<file path="src/rtl/snc_pkg.sv">
package snc_pkg;

  typedef enum logic [1:0] {
    BUS_RD  = 2'd0,
    BUS_RDX = 2'd1,
    BUS_INV = 2'd2,
    BUS_WB  = 2'd3
  } bus_cmd_e;

  typedef struct packed {
    logic v;
    logic d;
    logic s;
  } line_flags_t;

  // Decide which bus transaction an access needs: {need, cmd}
  function automatic logic [2:0] plan_access(logic hit, logic we, line_flags_t f);
    logic [2:0] r;
    if (hit) begin
      if (we && f.s) r = {1'b1, BUS_INV};
      else           r = {1'b0, BUS_RD};
    end else if (f.v && f.d) begin
      r = {1'b1, BUS_WB};
    end else begin
      r = {1'b1, (we ? BUS_RDX : BUS_RD)};
    end
    return r;
  endfunction

  // State a snoop leaves behind on a hit line
  function automatic line_flags_t snoop_next(logic [1:0] cmd, line_flags_t f);
    line_flags_t n;
    n = f;
    case (cmd)
      BUS_RD:  n.s = 1'b1;
      BUS_RDX,
      BUS_INV: n = '0;
      default: n = f;
    endcase
    return n;
  endfunction

endpackage

</file>
<file path="src/rtl/snc_tag_array.sv">
module snc_tag_array
  import snc_pkg::*;
#(
  parameter int TAG_W = 6,
  parameter int IDX_W = 2
) (
  input  logic             clk,
  input  logic             rst_n,
  input  logic [IDX_W-1:0] ridx,
  output logic [TAG_W-1:0] rtag,
  output line_flags_t      rflags,
  input  logic             we,
  input  logic [IDX_W-1:0] widx,
  input  logic [TAG_W-1:0] wtag,
  input  line_flags_t      wflags
);
  localparam int DEPTH = 1 << IDX_W;

  logic [TAG_W-1:0] tags  [DEPTH];
  line_flags_t      flags [DEPTH];

  assign rtag   = tags[ridx];
  assign rflags = flags[ridx];

  always_ff @(posedge clk) begin
    if (!rst_n) begin
      for (int i = 0; i < DEPTH; i++) begin
        tags[i]  <= '0;
        flags[i] <= '0;
      end
    end else if (we) begin
      tags[widx]  <= wtag;
      flags[widx] <= wflags;
    end
  end
endmodule

</file>
<file path="src/rtl/snc_data_array.sv">
module snc_data_array #(
  parameter int DW    = 16,
  parameter int IDX_W = 2
) (
  input  logic             clk,
  input  logic             rst_n,
  input  logic [IDX_W-1:0] cidx,
  output logic [DW-1:0]    cdata,
  input  logic [IDX_W-1:0] sidx,
  output logic [DW-1:0]    sdata,
  input  logic             we,
  input  logic [DW-1:0]    wdata
);
  localparam int DEPTH = 1 << IDX_W;

  logic [DW-1:0] words [DEPTH];

  assign cdata = words[cidx];
  assign sdata = words[sidx];

  always_ff @(posedge clk) begin
    if (!rst_n) begin
      for (int i = 0; i < DEPTH; i++) words[i] <= '0;
    end else if (we) begin
      words[cidx] <= wdata;
    end
  end
endmodule

</file>
<file path="src/rtl/snc_snoop.sv">
module snc_snoop
  import snc_pkg::*;
#(
  parameter int TAG_W = 6,
  parameter int DW    = 16
) (
  input  logic             clk,
  input  logic             rst_n,
  input  logic             snp_valid,
  input  logic [1:0]       snp_cmd,
  input  logic [TAG_W-1:0] snp_tag,
  input  logic [TAG_W-1:0] dup_tag,
  input  line_flags_t      dup_flags,
  input  logic [DW-1:0]    line_data,
  output logic             snp_hit,
  output logic             snp_upd,
  output line_flags_t      snp_flags,
  output logic             shared_o,
  output logic             cancel_o,
  output logic [DW-1:0]    data_o
);
  logic supply;

  assign snp_hit   = snp_valid && dup_flags.v && (dup_tag == snp_tag);
  assign snp_flags = snoop_next(snp_cmd, dup_flags);
  assign snp_upd   = snp_hit && (snp_flags != dup_flags);
  assign supply    = snp_hit && dup_flags.d &&
                     (snp_cmd == BUS_RD || snp_cmd == BUS_RDX);

  always_ff @(posedge clk) begin
    if (!rst_n) begin
      shared_o <= 1'b0;
      cancel_o <= 1'b0;
      data_o   <= '0;
    end else begin
      shared_o <= snp_hit && (snp_cmd == BUS_RD);
      cancel_o <= supply;
      data_o   <= supply ? line_data : '0;
    end
  end
endmodule

</file>
<file path="src/rtl/snoop_wb_cache.sv">
module snoop_wb_cache
  import snc_pkg::*;
#(
  parameter int AW    = 8,
  parameter int DW    = 16,
  parameter int IDX_W = 2
) (
  input  logic          clk,
  input  logic          rst_n,
  input  logic          cpu_req,
  input  logic          cpu_we,
  input  logic [AW-1:0] cpu_addr,
  input  logic [DW-1:0] cpu_wdata,
  output logic          cpu_ready,
  output logic [DW-1:0] cpu_rdata,
  output logic          bus_req,
  input  logic          bus_gnt,
  output logic          bus_valid_o,
  output logic [1:0]    bus_cmd_o,
  output logic [AW-1:0] bus_addr_o,
  output logic [DW-1:0] bus_wdata_o,
  input  logic          bus_rvalid_i,
  input  logic [DW-1:0] bus_rdata_i,
  input  logic          bus_shared_i,
  input  logic          snp_valid,
  input  logic [1:0]    snp_cmd,
  input  logic [AW-1:0] snp_addr,
  output logic          snp_shared_o,
  output logic          snp_cancel_o,
  output logic [DW-1:0] snp_data_o
);
  localparam int TAG_W = AW - IDX_W;

  typedef enum logic [1:0] {ST_IDLE, ST_REQ, ST_WAIT, ST_FILL} st_e;

  st_e st, st_n;

  logic [IDX_W-1:0] cidx, sidx;
  logic [TAG_W-1:0] ctag, stag;
  assign cidx = cpu_addr[IDX_W-1:0];
  assign ctag = cpu_addr[AW-1:IDX_W];
  assign sidx = snp_addr[IDX_W-1:0];
  assign stag = snp_addr[AW-1:IDX_W];

  // primary lookup (processor side)
  logic [TAG_W-1:0] p_tag;
  line_flags_t      p_fl;
  // duplicate lookup (snoop side)
  logic [TAG_W-1:0] d_tag;
  line_flags_t      d_fl;

  logic [DW-1:0] c_data, s_data;

  // shared state write port
  logic             arr_we;
  logic [IDX_W-1:0] arr_idx;
  logic [TAG_W-1:0] arr_tag;
  line_flags_t      arr_flags;

  // processor-side write request
  logic             cpu_arr_we;
  logic [TAG_W-1:0] cpu_wtag;
  line_flags_t      cpu_wflags;
  logic             dat_we;
  logic [DW-1:0]    dat_wdata;

  // snoop events
  logic        snp_hit, snp_upd;
  line_flags_t snp_flags;

  // access decision
  logic        c_hit, need;
  bus_cmd_e    pcmd;
  logic [2:0]  plan;

  logic [DW-1:0] fill_data;
  logic          fill_sh;

  assign c_hit = p_fl.v && (p_tag == ctag);
  assign plan  = plan_access(c_hit, cpu_we, p_fl);
  assign need  = plan[2];
  assign pcmd  = bus_cmd_e'(plan[1:0]);

  // snoop updates own the write port; the processor waits
  assign arr_we    = snp_upd || cpu_arr_we;
  assign arr_idx   = snp_upd ? sidx      : cidx;
  assign arr_tag   = snp_upd ? d_tag     : cpu_wtag;
  assign arr_flags = snp_upd ? snp_flags : cpu_wflags;

  snc_tag_array #(.TAG_W(TAG_W), .IDX_W(IDX_W)) u_prim (
    .clk(clk), .rst_n(rst_n), .ridx(cidx), .rtag(p_tag), .rflags(p_fl),
    .we(arr_we), .widx(arr_idx), .wtag(arr_tag), .wflags(arr_flags)
  );

  snc_tag_array #(.TAG_W(TAG_W), .IDX_W(IDX_W)) u_dup (
    .clk(clk), .rst_n(rst_n), .ridx(sidx), .rtag(d_tag), .rflags(d_fl),
    .we(arr_we), .widx(arr_idx), .wtag(arr_tag), .wflags(arr_flags)
  );

  snc_data_array #(.DW(DW), .IDX_W(IDX_W)) u_data (
    .clk(clk), .rst_n(rst_n), .cidx(cidx), .cdata(c_data),
    .sidx(sidx), .sdata(s_data), .we(dat_we), .wdata(dat_wdata)
  );

  snc_snoop #(.TAG_W(TAG_W), .DW(DW)) u_snoop (
    .clk(clk), .rst_n(rst_n), .snp_valid(snp_valid), .snp_cmd(snp_cmd),
    .snp_tag(stag), .dup_tag(d_tag), .dup_flags(d_fl), .line_data(s_data),
    .snp_hit(snp_hit), .snp_upd(snp_upd), .snp_flags(snp_flags),
    .shared_o(snp_shared_o), .cancel_o(snp_cancel_o), .data_o(snp_data_o)
  );

  assign bus_cmd_o   = pcmd;
  assign bus_addr_o  = (pcmd == BUS_WB) ? {p_tag, cidx} : cpu_addr;
  assign bus_wdata_o = c_data;
  assign cpu_rdata   = (st == ST_FILL) ? fill_data : c_data;

  always_comb begin
    st_n        = st;
    cpu_ready   = 1'b0;
    bus_req     = 1'b0;
    bus_valid_o = 1'b0;
    cpu_arr_we  = 1'b0;
    cpu_wtag    = p_tag;
    cpu_wflags  = p_fl;
    dat_we      = 1'b0;
    dat_wdata   = cpu_wdata;
    case (st)
      ST_IDLE: begin
        if (cpu_req && !snp_upd) begin
          if (!need) begin
            cpu_ready = 1'b1;
            if (cpu_we) begin
              cpu_arr_we = 1'b1;
              cpu_wflags = '{v: 1'b1, d: 1'b1, s: 1'b0};
              dat_we     = 1'b1;
            end
          end else begin
            st_n = ST_REQ;
          end
        end
      end
      ST_REQ: begin
        if (!need) begin
          st_n = ST_IDLE;
        end else begin
          bus_req = 1'b1;
          if (bus_gnt && !snp_upd) begin
            bus_valid_o = 1'b1;
            case (pcmd)
              BUS_INV: begin
                cpu_ready  = 1'b1;
                cpu_arr_we = 1'b1;
                cpu_wflags = '{v: 1'b1, d: 1'b1, s: 1'b0};
                dat_we     = 1'b1;
                st_n       = ST_IDLE;
              end
              BUS_WB: begin
                cpu_arr_we = 1'b1;
                cpu_wflags = '0;
              end
              default: st_n = ST_WAIT;
            endcase
          end
        end
      end
      ST_WAIT: begin
        if (bus_rvalid_i) st_n = ST_FILL;
      end
      default: begin
        if (!snp_upd) begin
          cpu_ready  = 1'b1;
          cpu_arr_we = 1'b1;
          cpu_wtag   = ctag;
          cpu_wflags = '{v: 1'b1, d: cpu_we, s: fill_sh};
          dat_we     = 1'b1;
          dat_wdata  = cpu_we ? cpu_wdata : fill_data;
          st_n       = ST_IDLE;
        end
      end
    endcase
  end

  always_ff @(posedge clk) begin
    if (!rst_n) begin
      st        <= ST_IDLE;
      fill_data <= '0;
      fill_sh   <= 1'b0;
    end else begin
      st <= st_n;
      if (st == ST_WAIT && bus_rvalid_i) begin
        fill_data <= bus_rdata_i;
        fill_sh   <= bus_shared_i && !cpu_we;
      end
    end
  end
endmodule

</file>
<file path="config.mk">
export PLATFORM = sky130hd
export DESIGN_NAME = snoop_wb_cache
export DESIGN_NICKNAME = d
export VERILOG_FILES = /design/src/rtl/snc_pkg.sv /design/src/rtl/snc_tag_array.sv /design/src/rtl/snc_data_array.sv /design/src/rtl/snc_snoop.sv /design/src/rtl/snoop_wb_cache.sv
export SDC_FILE = /design/constraint.sdc
export NUM_CORES = 1
export LEC_CHECK = 0
export BUFFER_PORTS_ARGS = -buffer_cell sky130_fd_sc_hd__buf_2
export CELL_PAD_IN_SITES_DETAIL_PLACEMENT = 1
export CELL_PAD_IN_SITES_GLOBAL_PLACEMENT = 1
export CORE_MARGIN = 3
export CORE_UTILIZATION = 35
export CTS_BUF_LIST = sky130_fd_sc_hd__clkbuf_4 sky130_fd_sc_hd__clkbuf_8
export DETAILED_ROUTE_END_ITERATION = 16
export GPL_TIMING_DRIVEN = 0
export HOLD_SLACK_MARGIN = 0.15
export PLACE_DENSITY = 0.63
export SLEW_MARGIN = 20
export SYNTH_ARGS = -nofsm -noshare
export SYNTH_HDL_FRONTEND = slang
export SYNTH_SLANG_ARGS = --single-unit
</file>
<file path="constraint.sdc">
create_clock -name clk -period 12.68 [get_ports clk]
set_input_delay 1.902 -clock clk [delete_from_list [all_inputs] [get_ports clk]]
set_output_delay 1.902 -clock clk [all_outputs]
set_load 0.02 [all_outputs]
</file>
==> qor.yml <==
status:
  status: "finished clean"
floorplanning:
  die_y_um: 151
  initial_core_util_pct: 36.1
  ios: 121
  rows: 52
  die_w_um: 151
  die-area_um2: 22900
  core_um2: 20500
synthesis:
  synth_edf_count: 100
  yosysSeqAreaShare_pct: 50.7
  synthArstFlopShare_pct: 0
  synthCells: 596
  avgSynthCellArea_um2: 12.4
  ys.flop_type: "edfxtp_1"
  synth.area.top_cells: "edfxtp_1 (41%), mux4_2 (14%), dfxtp_1 (10%)"
  synthTopCellsByCount: "nor2_1 (101), edfxtp_1 (100), nand2_1 (61), mux4_2 (47), dfxtp_1 (37)"
  ys_ff_latch: 137
  syn-cell-area_um2: 7390
  synth_top_area_cell: "edfxtp_1"
  yosys_warnings: 0
  yosysMostFrequentCell: "nor2_1"
  netlist.area_leader.share_pct: 40.6
  syn-num-nets: 657
  ys_types: 56
setup_path:
  cp_slowest_cell: "nor3_1"
  path_cells: "buf_2 -> buf_6 -> mux4_2 -> xor2_1 -> nor3_1 -> nand3_2 -> clkbuf_1 -> and3_1 -> buf_2"
  critPathMaxFanout: 10
  path_common_cell: "buf_2"
  startpoint_type: "input port"
  crit_family: "simple AND/OR/NAND/NOR gates"
  worstSetupPathType: "in2out"
  worstPathRequired_ns: 10.78
  end_kind: "output pin"
  cp.buffers_inverters: 4
  critPathArrivalTime_ns: 4.77
  worst_path_largest_cell_delay_ns: 0.64
clocking:
  htree_levels: 4
  clock_sinks: 137
  cts_hold_buf: 0
  cts_tree: "built"
  clock_path_buffers: 2
  post_cts_buffers: 0
  clkLatencyLatePin_ns: 0.45
  cts_resized: 0
  cts_root_buffer: "clkbuf_8"
  path_clk_slew_ns: 0.07
  cts_made_buffers: 17
final_layout:
  nNetsFinal: 797
  regArea_um2: 3740
  multiInputGateArea_um2: 3430
  fillerInstances: 2237
  num_antenna_cells: 0
  syn_to_final_growth_pct: 19.1
  layout-drive-gt1-share_pct: 36.2
job:
  drv_cap: 0
sta:
  rsz0062_at_grt: "no"
  worstMarginPinSlew_ns: 1.11
  maxSlewViolCount: 0
  fin_skew_ns: 0.0168
  relSlewSlack_pct: 25.5
  tns_ns: 0
  post-route-min-period_ns: 6.67
  setup_viol: 0
  fmax_mhz: 150
  fin_crit_sh_pct: 52.6
  timing.hold.ws_ns: 0.488
  hold_viol_final: 0
drt:
  vias: 5459
  route.detailed.drc: 0
  wl_um: 23600
  via_per_inst: 5.36
  ant_nets: 0
  first_pass_iters: 5
  wire_per_inst_um: 23.1
  drt_iter0_drc: 516
worst_hold_path:
  hp-class: "reg2reg"
pwr:
  p_switching_mw: 0.278
  pwr-share-clk_pct: 36.4
  p_total_mw: 1.04
  p_leak_nw: 3.45
  p_int_mw: 0.761
  max-vdd-ir-drop_mv: 0.0625
  power_frac_comb_pct: 15.4
  p_seq_share_pct: 48.2
  powerDensity_nw_per_um2: 118
  power.share.switching_pct: 26.8
place:
  dp_hpwl_um: 17200
  globalplace.congestion: 0.849
  port_buffers: 118
grt:
  grt.total_usage_pct: 21.0
  grt_pass1_vias: 5911
  grt_first_pass_wirelength_um: 35200
  grt_max_degree: 17
  grt-ovfl-total: 0
  antenna_found_initial: 0
==> metal layers <==
metal,up-vias,share of wire (%),global-route usage (%)
li1,2483,-,-
met1,2807,43,26.8
met4,0,1.1,5.26
met5,-,0,0
met2,148,52,37.3
met3,21,4.1,3.38
==> state kept, by name, summed over array words and instances (netlist names) <==
| signal | cells |
|---|---|
| u_data.words | 64 |
| u_dup.tags | 24 |
| fill_data | 16 |
| u_snoop.data_o | 16 |
| u_prim.flags | 9 |
| u_dup.flags | 3 |
| st | 2 |
| fill_sh | 1 |
| u_snoop.cancel_o | 1 |
| u_snoop.shared_o | 1 |
==> cells by family (layout without fill, tap and decap cells) <==
family	count (synthesis)	count (layout)	synth area share, %
and+or+nand+nor	228	228	14.3
DFF	137	137	50.7
muxes	101	101	23.6
AOI/OAI and AO/OA	67	67	6.21
buffers and inverters	49	202	3.44
xor gates and xnor gates	11	11	1.30
adders and majority gates	3	3	0.508
==> stage by stage <==
stage | util [%] | worst slack, ns | instance area [µm²] | instances
after floorplan | - | 6.71 | 7390 | 596
after global placement | 40.6 | 5.79 | 8320 | 984
after detailed placement | 41.0 | 5.93 | 8390 | 987
after CTS | 42.9 | 5.93 | 8800 | 1019
after global routing | 43.0 | 5.87 | 8800 | 1019
final | 43.0 | 6.01 | 8800 | 1019
==> worst reg2reg max path: stages (launching register included) <==
cell and delay, ns:
edfxtp_1 0.39, mux4_2 0.53, xor2_1 0.17, nor3_1 0.64, and3_1 0.28, buf_6 0.15, mux2i_1 0.29, o211ai_2 0.35
nand2_1 0.62
==> layout make-up <==
type                            count  area share (%)
Inverter                            5           0.213
Sequential cell                   137            42.5
Clock buffer                       20            2.98
Buffer                             44            2.70
Tap cell                          270            3.84
Clock inverter                     12            1.65
Multi-Input combinational cell    410            38.9
Timing Repair Buffer              121            7.18
==> layout by cell type (no fill, tap or decap), types with 5 or more instances in the layout <==
master / synthesis / routed
edfxtp_1: 100 / 100
a21oi_1: 14 / 14
nand3_1: 10 / 10
mux4_2: 47 / 47
nand2_1: 61 / 61
inv_1: 5 / 5
dfxtp_1: 37 / 37
clkbuf_1: 21 / 20
a21boi_0: 17 / 17
clkbuf_8: 0 / 18
nand2b_1: 7 / 7
mux2_2: 25 / 25
mux2i_1: 20 / 20
mux2i_4: 9 / 9
nor2b_1: 18 / 18
buf_2: 12 / 130
nor2_1: 101 / 101
nor3_1: 5 / 5
o21ai_0: 10 / 6
xor2_1: 9 / 9
==> worst paths after layout <==
check              startpoint                  to  slack (ns)  cells past startpoint
max               snp_addr[0]         bus_valid_o        6.01                      9
min              fill_data[1]        fill_data[1]        0.49                      2
max reg2reg  u_dup.tags[3][2]  u_prim.flags[2][1]        8.88                      8
min reg2reg      fill_data[1]        fill_data[1]        0.49                      2
==> power groups by stage <==
stage / combinational (mW) / sequential [mW] / clock (mW)
detailed placement: 0.160 / 0.511 / 0
finish: 0.160 / 0.501 / 0.378
floorplan: 0.103 / 0.508 / 0
CTS: 0.161 / 0.501 / 0.385
global placement: 0.154 / 0.510 / 0
global route: 0.172 / 0.503 / 0.402
(Power assumes the default switching activity.)
